## src/rtl/pic_pkg.sv

```systemverilog
package pic_pkg;
  localparam int unsigned REG_AW      = 8;
  localparam int unsigned REG_DW      = 32;
  localparam int unsigned VEC_BASE    = 16;
  localparam int unsigned BANK_STRIDE = 8;
  // group g of banks lives at g*BANK_STRIDE; priority words after the groups
  localparam int unsigned PRIO_BASE   = 4 * BANK_STRIDE;

  typedef enum logic [2:0] {
    RK_NONE   = 3'd0,
    RK_EN_SET = 3'd1,
    RK_EN_CLR = 3'd2,
    RK_PD_SET = 3'd3,
    RK_PD_CLR = 3'd4,
    RK_PRIO   = 3'd5
  } reg_kind_e;
endpackage

```

## src/rtl/pic_regdec.sv

```systemverilog
module pic_regdec
  import pic_pkg::*;
#(
  parameter int unsigned N_LINES = 64
) (
  input  logic [REG_AW-1:0] addr,
  output reg_kind_e         kind,
  output logic [REG_AW-1:0] idx
);
  localparam int unsigned BANKS      = (N_LINES + REG_DW - 1) / REG_DW;
  localparam int unsigned PRIO_WORDS = (VEC_BASE + N_LINES + 3) / 4;

  logic [31:0] a32;
  assign a32 = 32'(addr);

  always_comb begin
    kind = RK_NONE;
    idx  = '0;
    if (a32 >= PRIO_BASE && a32 < PRIO_BASE + PRIO_WORDS) begin
      kind = RK_PRIO;
      idx  = REG_AW'(a32 - PRIO_BASE);
    end else if (a32 < PRIO_BASE && (a32 % BANK_STRIDE) < BANKS) begin
      idx = REG_AW'(a32 % BANK_STRIDE);
      case (a32 / BANK_STRIDE)
        32'd0:   kind = RK_EN_SET;
        32'd1:   kind = RK_EN_CLR;
        32'd2:   kind = RK_PD_SET;
        32'd3:   kind = RK_PD_CLR;
        default: kind = RK_NONE;
      endcase
    end
  end
endmodule

```

## src/rtl/pic_bitbank.sv

```systemverilog
module pic_bitbank #(
  parameter int unsigned WIDTH = 64
) (
  input  logic             clk,
  input  logic             rst,
  input  logic [WIDTH-1:0] set_bits,
  input  logic [WIDTH-1:0] clr_bits,
  output logic [WIDTH-1:0] state
);
  // a set in the same cycle as a clear wins, so a fresh event is never lost
  always_ff @(posedge clk) begin
    if (rst) state <= '0;
    else     state <= (state & ~clr_bits) | set_bits;
  end
endmodule

```

## src/rtl/pic_prio_store.sv

```systemverilog
module pic_prio_store
  import pic_pkg::*;
#(
  parameter int unsigned N_LINES = 64,
  parameter int unsigned PRIO_W  = 3
) (
  input  logic                        clk,
  input  logic                        rst,
  input  logic                        wr,
  input  logic [REG_AW-1:0]           word_idx,
  input  logic [REG_DW-1:0]           wdata,
  output logic [N_LINES*PRIO_W-1:0]   prio_flat
);
  for (genvar k = 0; k < N_LINES; k++) begin : g_line
    localparam int unsigned VEC  = VEC_BASE + k;
    localparam int unsigned WORD = VEC / 4;
    localparam int unsigned MSB  = 8 * (VEC % 4) + 7;
    logic [PRIO_W-1:0] lvl;
    always_ff @(posedge clk) begin
      if (rst)
        lvl <= '0;
      else if (wr && 32'(word_idx) == WORD)
        lvl <= wdata[MSB -: PRIO_W];
    end
    assign prio_flat[k*PRIO_W +: PRIO_W] = lvl;
  end
endmodule

```

## src/rtl/pic_arbiter.sv

```systemverilog
module pic_arbiter #(
  parameter int unsigned N_LINES = 64,
  parameter int unsigned PRIO_W  = 3,
  localparam int unsigned IDX_W  = (N_LINES > 1) ? $clog2(N_LINES) : 1
) (
  input  logic [N_LINES-1:0]        cand,
  input  logic [N_LINES*PRIO_W-1:0] prio_flat,
  output logic                      found,
  output logic [IDX_W-1:0]          win_idx,
  output logic [PRIO_W-1:0]         win_prio
);
  localparam int unsigned LEAVES = 1 << IDX_W;

  logic              node_v [2*LEAVES];
  logic [PRIO_W-1:0] node_p [2*LEAVES];
  logic [IDX_W-1:0]  node_i [2*LEAVES];

  // binary tournament: left child always holds the lower line numbers,
  // so taking it on equal priority gives the lower-vector tie rule
  always_comb begin
    for (int n = 0; n < 2*LEAVES; n++) begin
      node_v[n] = 1'b0;
      node_p[n] = '0;
      node_i[n] = '0;
    end
    for (int unsigned k = 0; k < LEAVES; k++) begin
      if (k < N_LINES) begin
        node_v[LEAVES+k] = cand[k];
        node_p[LEAVES+k] = prio_flat[k*PRIO_W +: PRIO_W];
      end
      node_i[LEAVES+k] = IDX_W'(k);
    end
    for (int n = LEAVES - 1; n >= 1; n--) begin
      if (node_v[2*n] && (!node_v[2*n+1] || node_p[2*n] <= node_p[2*n+1])) begin
        node_v[n] = node_v[2*n];
        node_p[n] = node_p[2*n];
        node_i[n] = node_i[2*n];
      end else begin
        node_v[n] = node_v[2*n+1];
        node_p[n] = node_p[2*n+1];
        node_i[n] = node_i[2*n+1];
      end
    end
    found    = node_v[1];
    win_idx  = node_i[1];
    win_prio = node_p[1];
  end
endmodule

```

## src/rtl/prio_irq_ctrl.sv

```systemverilog
module prio_irq_ctrl
  import pic_pkg::*;
#(
  parameter int unsigned N_LINES = 64,
  parameter int unsigned PRIO_W  = 3,
  localparam int unsigned VEC_W  = $clog2(VEC_BASE + N_LINES)
) (
  input  logic               clk,
  input  logic               rst,
  input  logic [N_LINES-1:0] irq_in,
  input  logic               reg_wr,
  input  logic [REG_AW-1:0]  reg_addr,
  input  logic [REG_DW-1:0]  reg_wdata,
  output logic [REG_DW-1:0]  reg_rdata,
  input  logic               deliver_hold,
  input  logic               irq_ack,
  output logic               irq_req,
  output logic [VEC_W-1:0]   irq_vec,
  output logic [7:0]         irq_prio
);
  localparam int unsigned IDX_W = (N_LINES > 1) ? $clog2(N_LINES) : 1;
  localparam int unsigned BANKS = (N_LINES + REG_DW - 1) / REG_DW;
  localparam int unsigned PAD_W = BANKS * REG_DW;

  reg_kind_e         kind;
  logic [REG_AW-1:0] idx;

  pic_regdec #(.N_LINES(N_LINES)) u_dec (
    .addr (reg_addr),
    .kind (kind),
    .idx  (idx)
  );

  // write strobes, one full word per bank
  logic [PAD_W-1:0] wr_en_set, wr_en_clr, wr_pd_set, wr_pd_clr;
  always_comb begin
    wr_en_set = '0;
    wr_en_clr = '0;
    wr_pd_set = '0;
    wr_pd_clr = '0;
    for (int unsigned b = 0; b < BANKS; b++) begin
      if (reg_wr && 32'(idx) == b) begin
        case (kind)
          RK_EN_SET: wr_en_set[b*REG_DW +: REG_DW] = reg_wdata;
          RK_EN_CLR: wr_en_clr[b*REG_DW +: REG_DW] = reg_wdata;
          RK_PD_SET: wr_pd_set[b*REG_DW +: REG_DW] = reg_wdata;
          RK_PD_CLR: wr_pd_clr[b*REG_DW +: REG_DW] = reg_wdata;
          default: ;
        endcase
      end
    end
  end

  // edge latching
  logic [N_LINES-1:0] irq_q;
  always_ff @(posedge clk) begin
    if (rst) irq_q <= '0;
    else     irq_q <= irq_in;
  end

  // acknowledge clears the line behind the vector currently presented
  logic [VEC_W-1:0]   vec_off;
  logic [N_LINES-1:0] ack_clr;
  assign vec_off = irq_vec - VEC_W'(VEC_BASE);
  always_comb begin
    ack_clr = '0;
    if (irq_ack && irq_req)
      ack_clr[vec_off[IDX_W-1:0]] = 1'b1;
  end

  logic [N_LINES-1:0] en_q, pend_q;

  pic_bitbank #(.WIDTH(N_LINES)) u_enable (
    .clk      (clk),
    .rst      (rst),
    .set_bits (wr_en_set[N_LINES-1:0]),
    .clr_bits (wr_en_clr[N_LINES-1:0]),
    .state    (en_q)
  );

  pic_bitbank #(.WIDTH(N_LINES)) u_pending (
    .clk      (clk),
    .rst      (rst),
    .set_bits (wr_pd_set[N_LINES-1:0] | (irq_in & ~irq_q)),
    .clr_bits (wr_pd_clr[N_LINES-1:0] | ack_clr),
    .state    (pend_q)
  );

  logic [N_LINES*PRIO_W-1:0] prio_flat;

  pic_prio_store #(.N_LINES(N_LINES), .PRIO_W(PRIO_W)) u_prio (
    .clk       (clk),
    .rst       (rst),
    .wr        (reg_wr && kind == RK_PRIO),
    .word_idx  (idx),
    .wdata     (reg_wdata),
    .prio_flat (prio_flat)
  );

  logic              found;
  logic [IDX_W-1:0]  win_idx;
  logic [PRIO_W-1:0] win_prio;

  pic_arbiter #(.N_LINES(N_LINES), .PRIO_W(PRIO_W)) u_arb (
    .cand      (en_q & pend_q),
    .prio_flat (prio_flat),
    .found     (found),
    .win_idx   (win_idx),
    .win_prio  (win_prio)
  );

  // registered delivery outputs
  always_ff @(posedge clk) begin
    if (rst) begin
      irq_req  <= 1'b0;
      irq_vec  <= '0;
      irq_prio <= '0;
    end else begin
      irq_req  <= found && !deliver_hold && !(irq_ack && irq_req);
      irq_vec  <= found ? VEC_W'(win_idx) + VEC_W'(VEC_BASE) : '0;
      irq_prio <= found ? {win_prio, {(8-PRIO_W){1'b0}}} : '0;
    end
  end

  // read path
  logic [PAD_W-1:0]  en_pad, pd_pad;
  logic [REG_DW-1:0] rd_next;
  assign en_pad = PAD_W'(en_q);
  assign pd_pad = PAD_W'(pend_q);

  always_comb begin
    int unsigned v;
    rd_next = '0;
    v       = 0;
    case (kind)
      RK_EN_SET, RK_EN_CLR: begin
        for (int unsigned b = 0; b < BANKS; b++)
          if (32'(idx) == b) rd_next = en_pad[b*REG_DW +: REG_DW];
      end
      RK_PD_SET, RK_PD_CLR: begin
        for (int unsigned b = 0; b < BANKS; b++)
          if (32'(idx) == b) rd_next = pd_pad[b*REG_DW +: REG_DW];
      end
      RK_PRIO: begin
        for (int unsigned l = 0; l < 4; l++) begin
          v = 32'(idx) * 4 + l;
          if (v >= VEC_BASE && v < VEC_BASE + N_LINES)
            rd_next[8*l +: 8] = {prio_flat[(v-VEC_BASE)*PRIO_W +: PRIO_W],
                                 {(8-PRIO_W){1'b0}}};
        end
      end
      default: ;
    endcase
  end

  always_ff @(posedge clk) begin
    if (rst) reg_rdata <= '0;
    else     reg_rdata <= rd_next;
  end
endmodule

```

## config.mk

```make
export PLATFORM = sky130hd
export DESIGN_NAME = prio_irq_ctrl
export DESIGN_NICKNAME = d
export VERILOG_FILES = /design/src/rtl/pic_pkg.sv /design/src/rtl/pic_regdec.sv /design/src/rtl/pic_bitbank.sv /design/src/rtl/pic_prio_store.sv /design/src/rtl/pic_arbiter.sv /design/src/rtl/prio_irq_ctrl.sv
export SDC_FILE = /design/constraint.sdc
export NUM_CORES = 2
export LEC_CHECK = 0
export BUFFER_PORTS_ARGS = -buffer_cell sky130_fd_sc_hd__buf_4
export CORE_ASPECT_RATIO = 1.75
export CORE_MARGIN = 4
export CORE_UTILIZATION = 36
export CTS_CLUSTER_DIAMETER = 50
export DETAILED_ROUTE_END_ITERATION = 10
export PLACE_DENSITY = 0.59
export SLEW_MARGIN = 20
export SYNTH_ARGS = -nofsm -noshare
export SYNTH_HDL_FRONTEND = slang
export SYNTH_SLANG_ARGS = --single-unit
```

## constraint.sdc

```tcl
create_clock -name clk -period 10.87 [get_ports clk]
set_clock_uncertainty 0.1 [all_clocks]
set_input_delay 0.5435 -clock clk [delete_from_list [all_inputs] [get_ports clk]]
set_output_delay 0.5435 -clock clk [all_outputs]
set_load 0.02 [all_outputs]
```

==> results_dict.tcl <==
set metrics [dict create \
    status "finished clean" \
    seqCellArea_mm2 0.00855 \
    multi_input_area_mm2 0.0215 \
    arrival_ps 10700 \
    numClockSinks 427 \
    pre_cts_ws_ps 904 \
    grt_pass1_vias 32600 \
    avgSynthCellArea_um2 7.83 \
    final_antenna_net_count 0 \
    htree_levels 2 \
    period_needed_ps 10240 \
    drt_first_pass_iters 8 \
    cts_inserted_buffers 51 \
    start_util 0.362 \
    finalSetupViolations 0 \
    grt_max_degree 82 \
    dp_hpwl_um 114000 \
    worstSetupStartpointType "flip-flop" \
    cpMostUsedCell "a21oi_1" \
    powerDensity_mw_per_mm2 108 \
    cap_violations 0 \
    die_height_um 404 \
    power_leakage_nw 12.6 \
    final_nets 4430 \
    netlist_instances 4119 \
    grt_usage 0.314 \
    cp_max_fo 8 \
    rsz0062_at_grt "no" \
    setup_slack_ps 633 \
    wl_um 153000 \
    maxSlewHeadroom 0.190 \
    worst_pin_slew_ps 1220 \
    first_iter_violations 3507 \
    drive_gt1_frac 0.118 \
    vias_per_cell 6.40 \
    async_reset_ff_frac 0 \
    cts_setup_buffers 0 \
    n_fill_cell 9050 \
    cts_max_path_buffers 3 \
    ys.flop_type "dfxtp_1" \
    hp-class "in -> reg" \
    row_count 145 \
    num_vias 34100 \
    max_freq_ghz 0.0977 \
    critPathRequiredTime_ps 11330 \
    final_common_cell "nand2_1" \
    layout_common_cells "492 x nand2_1, 427 x dfxtp_1, 394 x nand3_1, 331 x a21oi_1, 288 x inv_1" \
    crit_path_end_kind "flip-flop" \
    routedWlPerCell_um 28.8 \
    ys_warn_count 0 \
    hold_violations 0 \
    seq_area_frac_synth 0.265 \
    io_pins 157 \
    cp_slowest_cell "a21oi_1" \
    die_x_um 234 \
    crit_type "reg -> reg" \
    clock_latency_ps 640 \
    synth-seq-cells 427 \
    ys_types 82 \
    synth_edf_count 0 \
    fin_crit_sh 0.942 \
    drc 0 \
    setup_tns_ps 0 \
    cts_root_buf "clkbuf_16" \
    core-area_mm2 0.0891 \
    gr-total-overflow 0 \
    ir_worst_vdd_mv 0.126 \
    slew_violations 0 \
    place.gp.congestion 1.09 \
    cts.clk_slew.worst_paths_ps 70 \
    io_buffer_count 151 \
    grt_pass1_wl_um 221000 \
    ctsHoldBuffers 1 \
    cts_tree "done" \
    max_stage_delay_ps 670 \
    post_cts_resized 0 \
    antenna_found_initial 3 \
    area_delta_synth_final_pct 11.5 \
    dieArea_mm2 0.0946 \
    netlist_area_mm2 0.0323 \
]
worst max-delay path, delay by kind of cell, from the launching register on:
kind | cells | cell delay, ps
AO/OA/AOI/OAI | 20 | 4370
flip-flops | 1 | 500
multiplexers | 4 | 1550
adder cells (fa/ha/maj) | 6 | 1860
AND/OR/NAND/NOR | 6 | 1120
buffers and inverters | 5 | 670
layer usage:
metal / vias to the layer above / share of wire / GRT usage
met1: 16400 / 0.34 / 0.336
met5: - / 0.000072 / 0
li1: 15100 / - / -
met4: 2 / 0.11 / 0.269
met2: 1969 / 0.48 / 0.535
met3: 627 / 0.075 / 0.0497
per-stage QoR:
step / instances / power, mW / hold slack [ps] / cell area [um^2] / util
after CTS: 5327 / 3.88 / 5.16 / 35900 / 0.403
after detailed placement: 5231 / 2.07 / 397 / 34200 / 0.384
after global routing: 5327 / 3.97 / 21.9 / 35900 / 0.404
after global placement: 5231 / 2.07 / 386 / 34200 / 0.384
final: 5328 / 3.87 / 18.6 / 36000 / 0.404
after floorplan: 4123 / 1.89 / 363 / 32300 / -
registers in the layout, summed over array words and instances, names as in the netlist:
signal	cells
u_pending.state	64
irq_q	64
reg_rdata	32
u_prio.g_line.lvl	192
irq_req	1
irq_prio	3
irq_vec	7
u_enable.state	64
synthesized netlist by cell type, drive strengths merged, types with 108 or more instances:
cell type	n	area, um^2
mux2i	108	1080
clkbuf	180	676
nand3	395	1980
nor2b	127	795
inv	290	1090
nand2	495	1860
nor2	194	728
dfxtp	427	8550
o21ai	161	806
ha	210	2630
a21oi	331	1660
a22oi	143	1080
o211ai	115	868
logic make-up after synthesis:
family                   count (synthesis)  synth area share
AO/OA/AOI/OAI                         1146             0.237
flip-flops                             427             0.265
AND/OR/NAND/NOR                       1488             0.221
other                                    1          0.000116
buffers and inverters                  570            0.0721
multiplexers                           256             0.117
adder cells (fa/ha/maj)                212            0.0827
XOR/XNOR                                19           0.00539
final cells by class:
type | instances | share of cell area
diodes | 1 | 0.0000696
clock buffers | 63 | 0.0384
clock inverters | 32 | 0.00978
inverters | 291 | 0.0305
multi-input cells | 3126 | 0.598
flip-flops and latches | 427 | 0.238
well taps | 1176 | 0.0409
repair buffers | 212 | 0.0445
final timing paths:
kind / end / slack (ps) / depth (start not counted) / from
max: irq_vec[0]$_SDFF_PP0_ / 630 / 41 / u_prio.g_line[53].lvl[2]$_SDFFE_PP0P_
min: irq_q[2]$_SDFF_PP0_ / 20 / 2 / irq_in[2]
max reg2reg: irq_vec[0]$_SDFF_PP0_ / 630 / 41 / u_prio.g_line[53].lvl[2]$_SDFFE_PP0P_
min reg2reg: u_pending.state[49]$_SDFF_PP0_ / 410 / 3 / irq_q[49]$_SDFF_PP0_
report_power, final:
group	internal (mW)	leakage, nW	total [mW]	switching (mW)
logic	0.130	8.23	0.413	0.284
registers	1.60	3.47	1.64	0.0440
clock network	1.02	0.846	1.82	0.803
No activity file was read; power rests on OpenSTA's default activity.
